## src/rtl/tdm_dma_pkg.sv

```systemverilog
package tdm_dma_pkg;
  typedef enum logic [1:0] {
    ST_IDLE = 2'd0,
    ST_DATA = 2'd1,
    ST_FLAG = 2'd2
  } dma_state_e;
endpackage

```

## src/rtl/tdm_slot_timer.sv

```systemverilog
module tdm_slot_timer #(
  parameter int PERIOD      = 10,
  parameter int SLOT_CYCLES = 3,
  parameter int CHAN_SLOT   = 4
) (
  input  logic clk_i,
  input  logic rst_ni,
  output logic fetch_o,
  output logic emit_o
);
  localparam int SW = (PERIOD > 1) ? $clog2(PERIOD) : 1;
  localparam int CW = (SLOT_CYCLES > 1) ? $clog2(SLOT_CYCLES) : 1;

  logic [SW-1:0] slot_q;
  logic [CW-1:0] cyc_q;
  logic          owned;

  always_ff @(posedge clk_i or negedge rst_ni) begin
    if (!rst_ni) begin
      slot_q <= '0;
      cyc_q  <= '0;
    end else if (cyc_q == CW'(SLOT_CYCLES - 1)) begin
      cyc_q  <= '0;
      slot_q <= (slot_q == SW'(PERIOD - 1)) ? '0 : slot_q + SW'(1);
    end else begin
      cyc_q <= cyc_q + CW'(1);
    end
  end

  assign owned   = (slot_q == SW'(CHAN_SLOT));
  assign fetch_o = owned && (cyc_q == CW'(0));
  assign emit_o  = owned && (cyc_q == CW'(1));
endmodule

```

## src/rtl/tdm_dma_seq.sv

```systemverilog
module tdm_dma_seq
  import tdm_dma_pkg::*;
#(
  parameter int          AW       = 16,
  parameter int          LW       = 12,
  parameter logic [31:0] FLAG_VAL = 32'h0000_0001
) (
  input  logic          clk_i,
  input  logic          rst_ni,
  input  logic          start_i,
  input  logic [AW-1:0] src_addr_i,
  input  logic [AW-1:0] dst_addr_i,
  input  logic [LW-1:0] len_i,
  input  logic          fetch_i,
  input  logic          emit_i,
  output logic          busy_o,
  output logic          spm_rd_o,
  output logic [AW-1:0] spm_addr_o,
  input  logic [63:0]   spm_rdata_i,
  output logic          net_valid_o,
  output logic          net_flag_o,
  output logic [AW-1:0] net_addr_o,
  output logic [63:0]   net_data_o
);
  localparam int CHW = LW - 2;

  dma_state_e     state_q;
  logic [AW-1:0]  src_q, dst_q;
  logic [CHW-1:0] nch_q, idx_q, nch_w;
  logic           pend_q;
  logic           vld_q, flg_q;
  logic [AW-1:0]  oaddr_q;
  logic [63:0]    odata_q;

  // chunks = ceil(len/8)
  assign nch_w = CHW'(len_i >> 3) + CHW'(|len_i[2:0]);

  assign busy_o     = (state_q != ST_IDLE);
  assign spm_rd_o   = (state_q == ST_DATA) && fetch_i;
  assign spm_addr_o = src_q + AW'(idx_q);

  always_ff @(posedge clk_i or negedge rst_ni) begin
    if (!rst_ni) begin
      state_q <= ST_IDLE;
      src_q   <= '0;
      dst_q   <= '0;
      nch_q   <= '0;
      idx_q   <= '0;
      pend_q  <= 1'b0;
      vld_q   <= 1'b0;
      flg_q   <= 1'b0;
      oaddr_q <= '0;
      odata_q <= '0;
    end else begin
      vld_q <= 1'b0;
      flg_q <= 1'b0;
      unique case (state_q)
        ST_IDLE: begin
          if (start_i) begin
            src_q   <= src_addr_i;
            dst_q   <= dst_addr_i;
            nch_q   <= nch_w;
            idx_q   <= '0;
            pend_q  <= 1'b0;
            state_q <= (nch_w == '0) ? ST_FLAG : ST_DATA;
          end
        end
        ST_DATA: begin
          if (spm_rd_o) begin
            pend_q <= 1'b1;
          end else if (emit_i && pend_q) begin
            pend_q  <= 1'b0;
            vld_q   <= 1'b1;
            oaddr_q <= dst_q + AW'(idx_q);
            odata_q <= spm_rdata_i;
            idx_q   <= idx_q + CHW'(1);
            if (idx_q + CHW'(1) == nch_q) state_q <= ST_FLAG;
          end
        end
        ST_FLAG: begin
          if (emit_i) begin
            vld_q   <= 1'b1;
            flg_q   <= 1'b1;
            oaddr_q <= dst_q + AW'(idx_q);
            odata_q <= {32'h0, FLAG_VAL};
            state_q <= ST_IDLE;
          end
        end
        default: state_q <= ST_IDLE;
      endcase
    end
  end

  assign net_valid_o = vld_q;
  assign net_flag_o  = flg_q;
  assign net_addr_o  = oaddr_q;
  assign net_data_o  = odata_q;
endmodule

```

## src/rtl/tdm_push_dma.sv

```systemverilog
module tdm_push_dma #(
  parameter int          AW          = 16,
  parameter int          LW          = 12,
  parameter int          PERIOD      = 10,
  parameter int          SLOT_CYCLES = 3,
  parameter int          CHAN_SLOT   = 4,
  parameter logic [31:0] FLAG_VAL    = 32'h0000_0001
) (
  input  logic          clk_i,
  input  logic          rst_ni,
  input  logic          start_i,
  input  logic [AW-1:0] src_addr_i,
  input  logic [AW-1:0] dst_addr_i,
  input  logic [LW-1:0] len_i,
  output logic          busy_o,
  output logic          spm_rd_o,
  output logic [AW-1:0] spm_addr_o,
  input  logic [63:0]   spm_rdata_i,
  output logic          net_valid_o,
  output logic          net_flag_o,
  output logic [AW-1:0] net_addr_o,
  output logic [63:0]   net_data_o
);
  logic fetch_w, emit_w;

  tdm_slot_timer #(
    .PERIOD     (PERIOD),
    .SLOT_CYCLES(SLOT_CYCLES),
    .CHAN_SLOT  (CHAN_SLOT)
  ) u_timer (
    .clk_i  (clk_i),
    .rst_ni (rst_ni),
    .fetch_o(fetch_w),
    .emit_o (emit_w)
  );

  tdm_dma_seq #(
    .AW      (AW),
    .LW      (LW),
    .FLAG_VAL(FLAG_VAL)
  ) u_seq (
    .clk_i      (clk_i),
    .rst_ni     (rst_ni),
    .start_i    (start_i),
    .src_addr_i (src_addr_i),
    .dst_addr_i (dst_addr_i),
    .len_i      (len_i),
    .fetch_i    (fetch_w),
    .emit_i     (emit_w),
    .busy_o     (busy_o),
    .spm_rd_o   (spm_rd_o),
    .spm_addr_o (spm_addr_o),
    .spm_rdata_i(spm_rdata_i),
    .net_valid_o(net_valid_o),
    .net_flag_o (net_flag_o),
    .net_addr_o (net_addr_o),
    .net_data_o (net_data_o)
  );
endmodule

```

## config.mk

```make
export PLATFORM = sky130hd
export DESIGN_NAME = tdm_push_dma
export DESIGN_NICKNAME = d
export VERILOG_FILES = /design/src/rtl/tdm_dma_pkg.sv /design/src/rtl/tdm_slot_timer.sv /design/src/rtl/tdm_dma_seq.sv /design/src/rtl/tdm_push_dma.sv
export SDC_FILE = /design/constraint.sdc
export NUM_CORES = 1
export LEC_CHECK = 0
export CELL_PAD_IN_SITES_DETAIL_PLACEMENT = 1
export CELL_PAD_IN_SITES_GLOBAL_PLACEMENT = 2
export CORE_AREA = 2 2 159 161
export DETAILED_ROUTE_END_ITERATION = 16
export DIE_AREA = 0 0 161 163
export GPL_TIMING_DRIVEN = 0
export MAX_ROUTING_LAYER = met4
export PLACE_DENSITY_LB_ADDON = 0.05
export SETUP_SLACK_MARGIN = 0.15
export SYNTH_ARGS = -nofsm -noshare
export SYNTH_HDL_FRONTEND = slang
export SYNTH_HIERARCHICAL = 1
export SYNTH_SLANG_ARGS = --single-unit
```

## constraint.sdc

```tcl
create_clock -name clk_i -period 6.65 [get_ports clk_i]
set_input_delay 1.995 -clock clk_i [delete_from_list [all_inputs] [get_ports clk_i]]
set_output_delay 1.995 -clock clk_i [all_outputs]
set_load 0.1 [all_outputs]
```

# Word level (Yosys, flattened, before mapping)
# Cells that the tools add are included.
# op_classes
addsub	6
reduce_logical	16
eq_ne	13
muxes	30
# op_table
cell	count
2-to-1 mux 64 bit	3
case mux 64 bit (2 select lines)	1
2-to-1 mux 16 bit	3
adder 16 x 10 -> 16 bit	2
case mux 16 bit (2 select lines)	1
2-to-1 mux 10 bit	3
case mux 10 bit (2 select lines)	1
2-to-1 mux 2 bit	7
adder 10 x 1 -> 10 bit (second input constant)	1
adder 9 x 1 -> 10 bit	1
equality test 10 bit	1
zero test 10 bit	1
inequality test 2 bit (second input constant)	4
AND reduction 4 bit	2
2-to-1 mux 1 bit	7
case mux 2 bit (3 select lines)	1
nonzero test 2 bit	3
AND reduction 5 bit	1
adder 4 x 1 -> 4 bit (second input constant)	1
equality test 2 x 1 -> 1 bit (second input constant)	2
equality test 2 bit (second input constant)	2
equality test 4 x 3 -> 1 bit (second input constant)	1
equality test 4 bit (second input constant)	1
logical AND 1 bit	4
9 further kinds	11
# word_totals
input_bits	111
out_inout_bits	100
wordCells	77
reg_bits	143

# Depth between registers and ports, before layout
# depth
ltp_word	6
mapped_depth	11
ltp_nobuf	9

# Modules after synthesis
# The synthesis kept the hierarchy.
# modules_own_cells
module	cells_each	instances	area_per_inst_um2	seq_area_each_um2
tdm_dma_seq	750	1	7244.4	3428.3
tdm_slot_timer	26	1	267.8	150.1

# Least setup slack after synthesis
# Ideal clock, no wire load.
# synth_timing
path_kind	register to output
from	register u_seq.idx_q[0]
to	output port spm_addr_o[12]
slack_ns	1.376
t_required_ns	4.655
t_arrival_ns	3.279
n_path_buf	0
stages_incl_launch_ff	10
path_cell_list	dfrtp_1 ha_1 inv_1 fa_1 nor2b_1 o21ai_0 a21o_1 a21oi_1 a21oi_1 xnor2_1
# synth_between
elab_chain_cells	1
# synth_lines
element	line_no	text
start, declared	tdm_dma_seq.sv:29	logic [CHW-1:0] nch_q, idx_q, nch_w;
start signal, assigned	tdm_dma_seq.sv:76	idx_q <= idx_q + CHW'(1);
adder 16 x 10 -> 16 bit	tdm_dma_seq.sv:40	assign spm_addr_o = src_q + AW'(idx_q);
end, declared	tdm_push_dma.sv:17	output logic [AW-1:0] spm_addr_o,
# No other way between the ends.

# Final worst setup path
# layout_timing
from	register u_seq.idx_q[0]
to	output port spm_addr_o[10]
# The elaborated chain is that of the path after synthesis.

==> summary.txt <==
STA
  • Count of final hold-check violations: 0
  • Unrepaired setup endpoints after global routing: no
  • Final critical delay including setup and external delays: roughly 6000 ps
  • Count of pins over their slew limit: 0
  • Minimum hold slack: 474.3 ps
  • Rel. slew slack: 0.2668
  • Fmax achieved: 168.7 MHz
  • Tightest Pin Transition: 1096 ps
  • Number of endpoints failing setup at the final stage: 0
  • Final cycle utilization of the critical path: 0.8916
  • Worst clock skew: 16.26 ps

Worst setup path
  • Critical Setup Path Class: flip-flop to output port
  • CP Data Arrival Time: 3930 ps
  • Critical Path Source: u_seq/idx_q[0]
  • Worst setup EP type: output port
  • Origin of the critical flop-to-flop path: u_timer/slot_q[1]
  • CP Data Required Time: around 4700 ps
  • Startpoint type of the worst setup path: flip-flop
  • Peak fanout along the critical path: 8

GRT
  • Number of global-route vias before repair: 6727
  • GR Overflow Total: 0
  • Initial antenna violation count: 1
  • Pin count of the biggest net entering global routing: slightly below 90
  • Overall fraction of global-route tracks in use: 0.1817
  • First-pass GRT wire length: 36800 um

Clocking
  • Inserted Clock Buffers: 17
  • Clock tree from TritonCTS: built
  • Source-to-sink clock delay at the later pin of the worst-skew pair: 420 ps
  • CTS sink cnt: approximately 140
  • CTS Hold Buffers Added: 0
  • Clock transition at the registers of the reported paths: approximately 60 ps
  • H-Tree Depth: 4
  • Root buffer cell: clkbuf_16
  • Post-CTS Resized: 0
  • Setup repair bufs after CTS: 0
  • Maximum root-to-sink buffer count: 2

Die
  • Die area: 0.02624 mm^2
  • Total number of placement rows: 58
  • Die span in x: 161 um
  • Starting density of the core: 0.3045
  • Core area: between 0.02 and 0.025 mm^2
  • Chip height: 163 um
  • Total I/O pin count: 211

Placed design
  • Detailed placer's ending HPWL: 16780 um
  • Port Buffers: between 200 and 250
  • Placed cells: 1315
  • Final weighted congestion in routability-driven placement: 0.7715

Worst hold path
  • Worst hold path type: flip-flop to flip-flop
  • Startpoint of the tightest hold check path: u_seq/net_addr_o[15]

Detailed routing
  • Number of optimization iterations in the first detailed-route pass: 4
  • Via density per instance: around 4.7
  • Antenna-violating nets left: 0
  • Via count: approximately 6400
  • Total detailed-routing wirelength: approximately 22000 um
  • Detailed-route wire length per cell: 16.65 um
  • First-iteration detailed-routing DRC count: 216
  • DRC: 0

Finish
  • Utilization after layout: 0.4310
  • Nets: ~1100
  • Number of fill cells: 2801
  • Number of cells in the finished layout apart from fillers: 1347
  • Layout cell share with drive strength beyond 1: 0.08957
  • Synthesis-to-finish area growth: 41.57%

Synthesis
  • Post-synthesis average cell area: around 9.7 um^2
  • Synth Register Bits: between 100 and 150
  • Most area-consuming cells after synthesis: dfrtp_1 48%, o21ai_0 7.4%, nand2_1 5.6%
  • Post-synth EDFFs: 0
  • Cell area after synthesis: 0.007512 mm^2
  • Library cell with the largest summed area after synthesis: dfrtp_1
  • Area share of the largest cell type after synthesis: 0.4763
  • Yosys synthesis warning count: 6
  • Synthesized netlist net count: slightly above 900
  • Sequential-to-total area share from yosys stat: 0.4763
  • Primary FF master, synth: dfrtp_1
  • Syn Inst Count: 776
  • Share of flip-flops with an asynchronous set or reset: 1.000
  • Number of distinct library cells after synthesis: 58

Flow run
  • Total of max-cap violations: 0

Outcome
  • Run status: finished clean
[worst max-delay path, cell delays in order (launching register included)]
cell and delay, ps:
dfrtp_1 570, ha_1 240, inv_1 60, fa_1 400
nor2b_1 130, o21ai_0 110, a21o_1 220, a211oi_1 400
nor4_1 80, a311o_1 330, clkdlybuf4s50_1 970
[synth_stat cells (all sizes together) (19+ instances only)]
master and instances:
ha 26, nand2 113, inv 20, clkbuf 30, mux2 36, dfrtp 143, xnor2 24, xor2 20
a21oi 19, nand2b 66, nor2 29, o21ai 111
[cell usage in the layout, fill, tap and decap left out, types with 3 or more instances in the layout]
cell type	Yosys	final
inv_1	20	20
nor2_1	29	29
bufinv_16	0	3
a21oi_1	19	19
a211oi_1	6	6
nor3_1	6	6
nand4_1	10	10
and2_1	4	4
clkinv_2	0	3
and4_1	3	3
o31ai_1	11	11
buf_6	5	5
o21ai_0	111	111
xnor2_1	24	24
o21bai_1	4	4
nand2_1	113	113
clkdlybuf4s50_1	0	207
nand2b_1	66	66
buf_2	4	4
mux2_2	35	35
ha_1	26	26
xor2_1	20	20
a21o_1	4	4
nor2b_1	11	11
clkbuf_16	0	17
o21a_1	6	6
dfrtp_1	143	143
clkinv_4	0	3
a31o_2	3	3
a31oi_1	5	5
nand3_1	12	12
and3_1	7	7
clkbuf_1	30	31
[cells by family after synthesis]
group | synth area share
xor+xnor | 0.05130
mux | 0.05580
compound gates | 0.1451
fa+ha+maj | 0.04863
flops | 0.4763
buf+inv | 0.03614
simple gates | 0.1867
[flip-flops by register name, indices dropped and copies added (netlist names)]
signal and count:
u_seq/dst_q 16, u_seq/src_q 16, u_seq/net_data_o 64, u_seq/net_valid_o 1, u_seq/net_flag_o 1, u_seq/net_addr_o 16, u_timer/slot_q 4, u_seq/state_q 2
u_timer/cyc_q 2, u_seq/nch_q 10, u_seq/idx_q 10, u_seq/pend_q 1
[final timing paths]
check | to | slack, ps | cells after the start
min in group asynchronous | u_seq/net_data_o[50] | 1480 | 1
setup reg to reg | u_seq/net_addr_o[6] | 3640 | 10
max in group asynchronous | u_seq/idx_q[3] | 4360 | 2
hold reg to reg | u_seq/net_addr_o[15] | 470 | 2
hold / removal | u_seq/net_addr_o[15] | 470 | 2
setup / recovery | spm_addr_o[10] | 720 | 10
[metal layers]
metal | routed length (um) | vias to the layer above | global-route usage
met5 | 0 | - | -
met1 | 10900 | 3112 | 0.2415
met3 | 958 | 7 | 0.03565
met2 | 10400 | 143 | 0.2913
li1 | - | 3121 | -
met4 | 160 | 0 | 0.03531
[final cells by class]
type                    count  area (um^2)  share of cell area
diodes                      1        2.502           0.0002353
plain buffers              41        196.4             0.01847
clock buffers              18        429.2             0.04035
clock inverters            13        163.9             0.01541
inverters                  20        75.07            0.007059
multi-input cells         572         3662              0.3444
flip-flops and latches    143         3578              0.3365
well taps                 330        412.9             0.03882
repair buffers            209         2115              0.1988
[stage by stage]
step / setup TNS, ps / cell area [um^2] / worst slack (ps)
2_1_floorplan: 0 / 7512 / 1376
3_3_place_gp: -405510 / 10010 / -2851
3_5_place_dp: 0 / 10040 / 1088
4_1_cts: 0 / 10630 / 621.4
5_1_grt: 0 / 10640 / 460.7
6_report: 0 / 10640 / 721.2
Power is not shown: default switching activity piles up to over one toggle a cycle in this logic, so the estimate is an artifact.
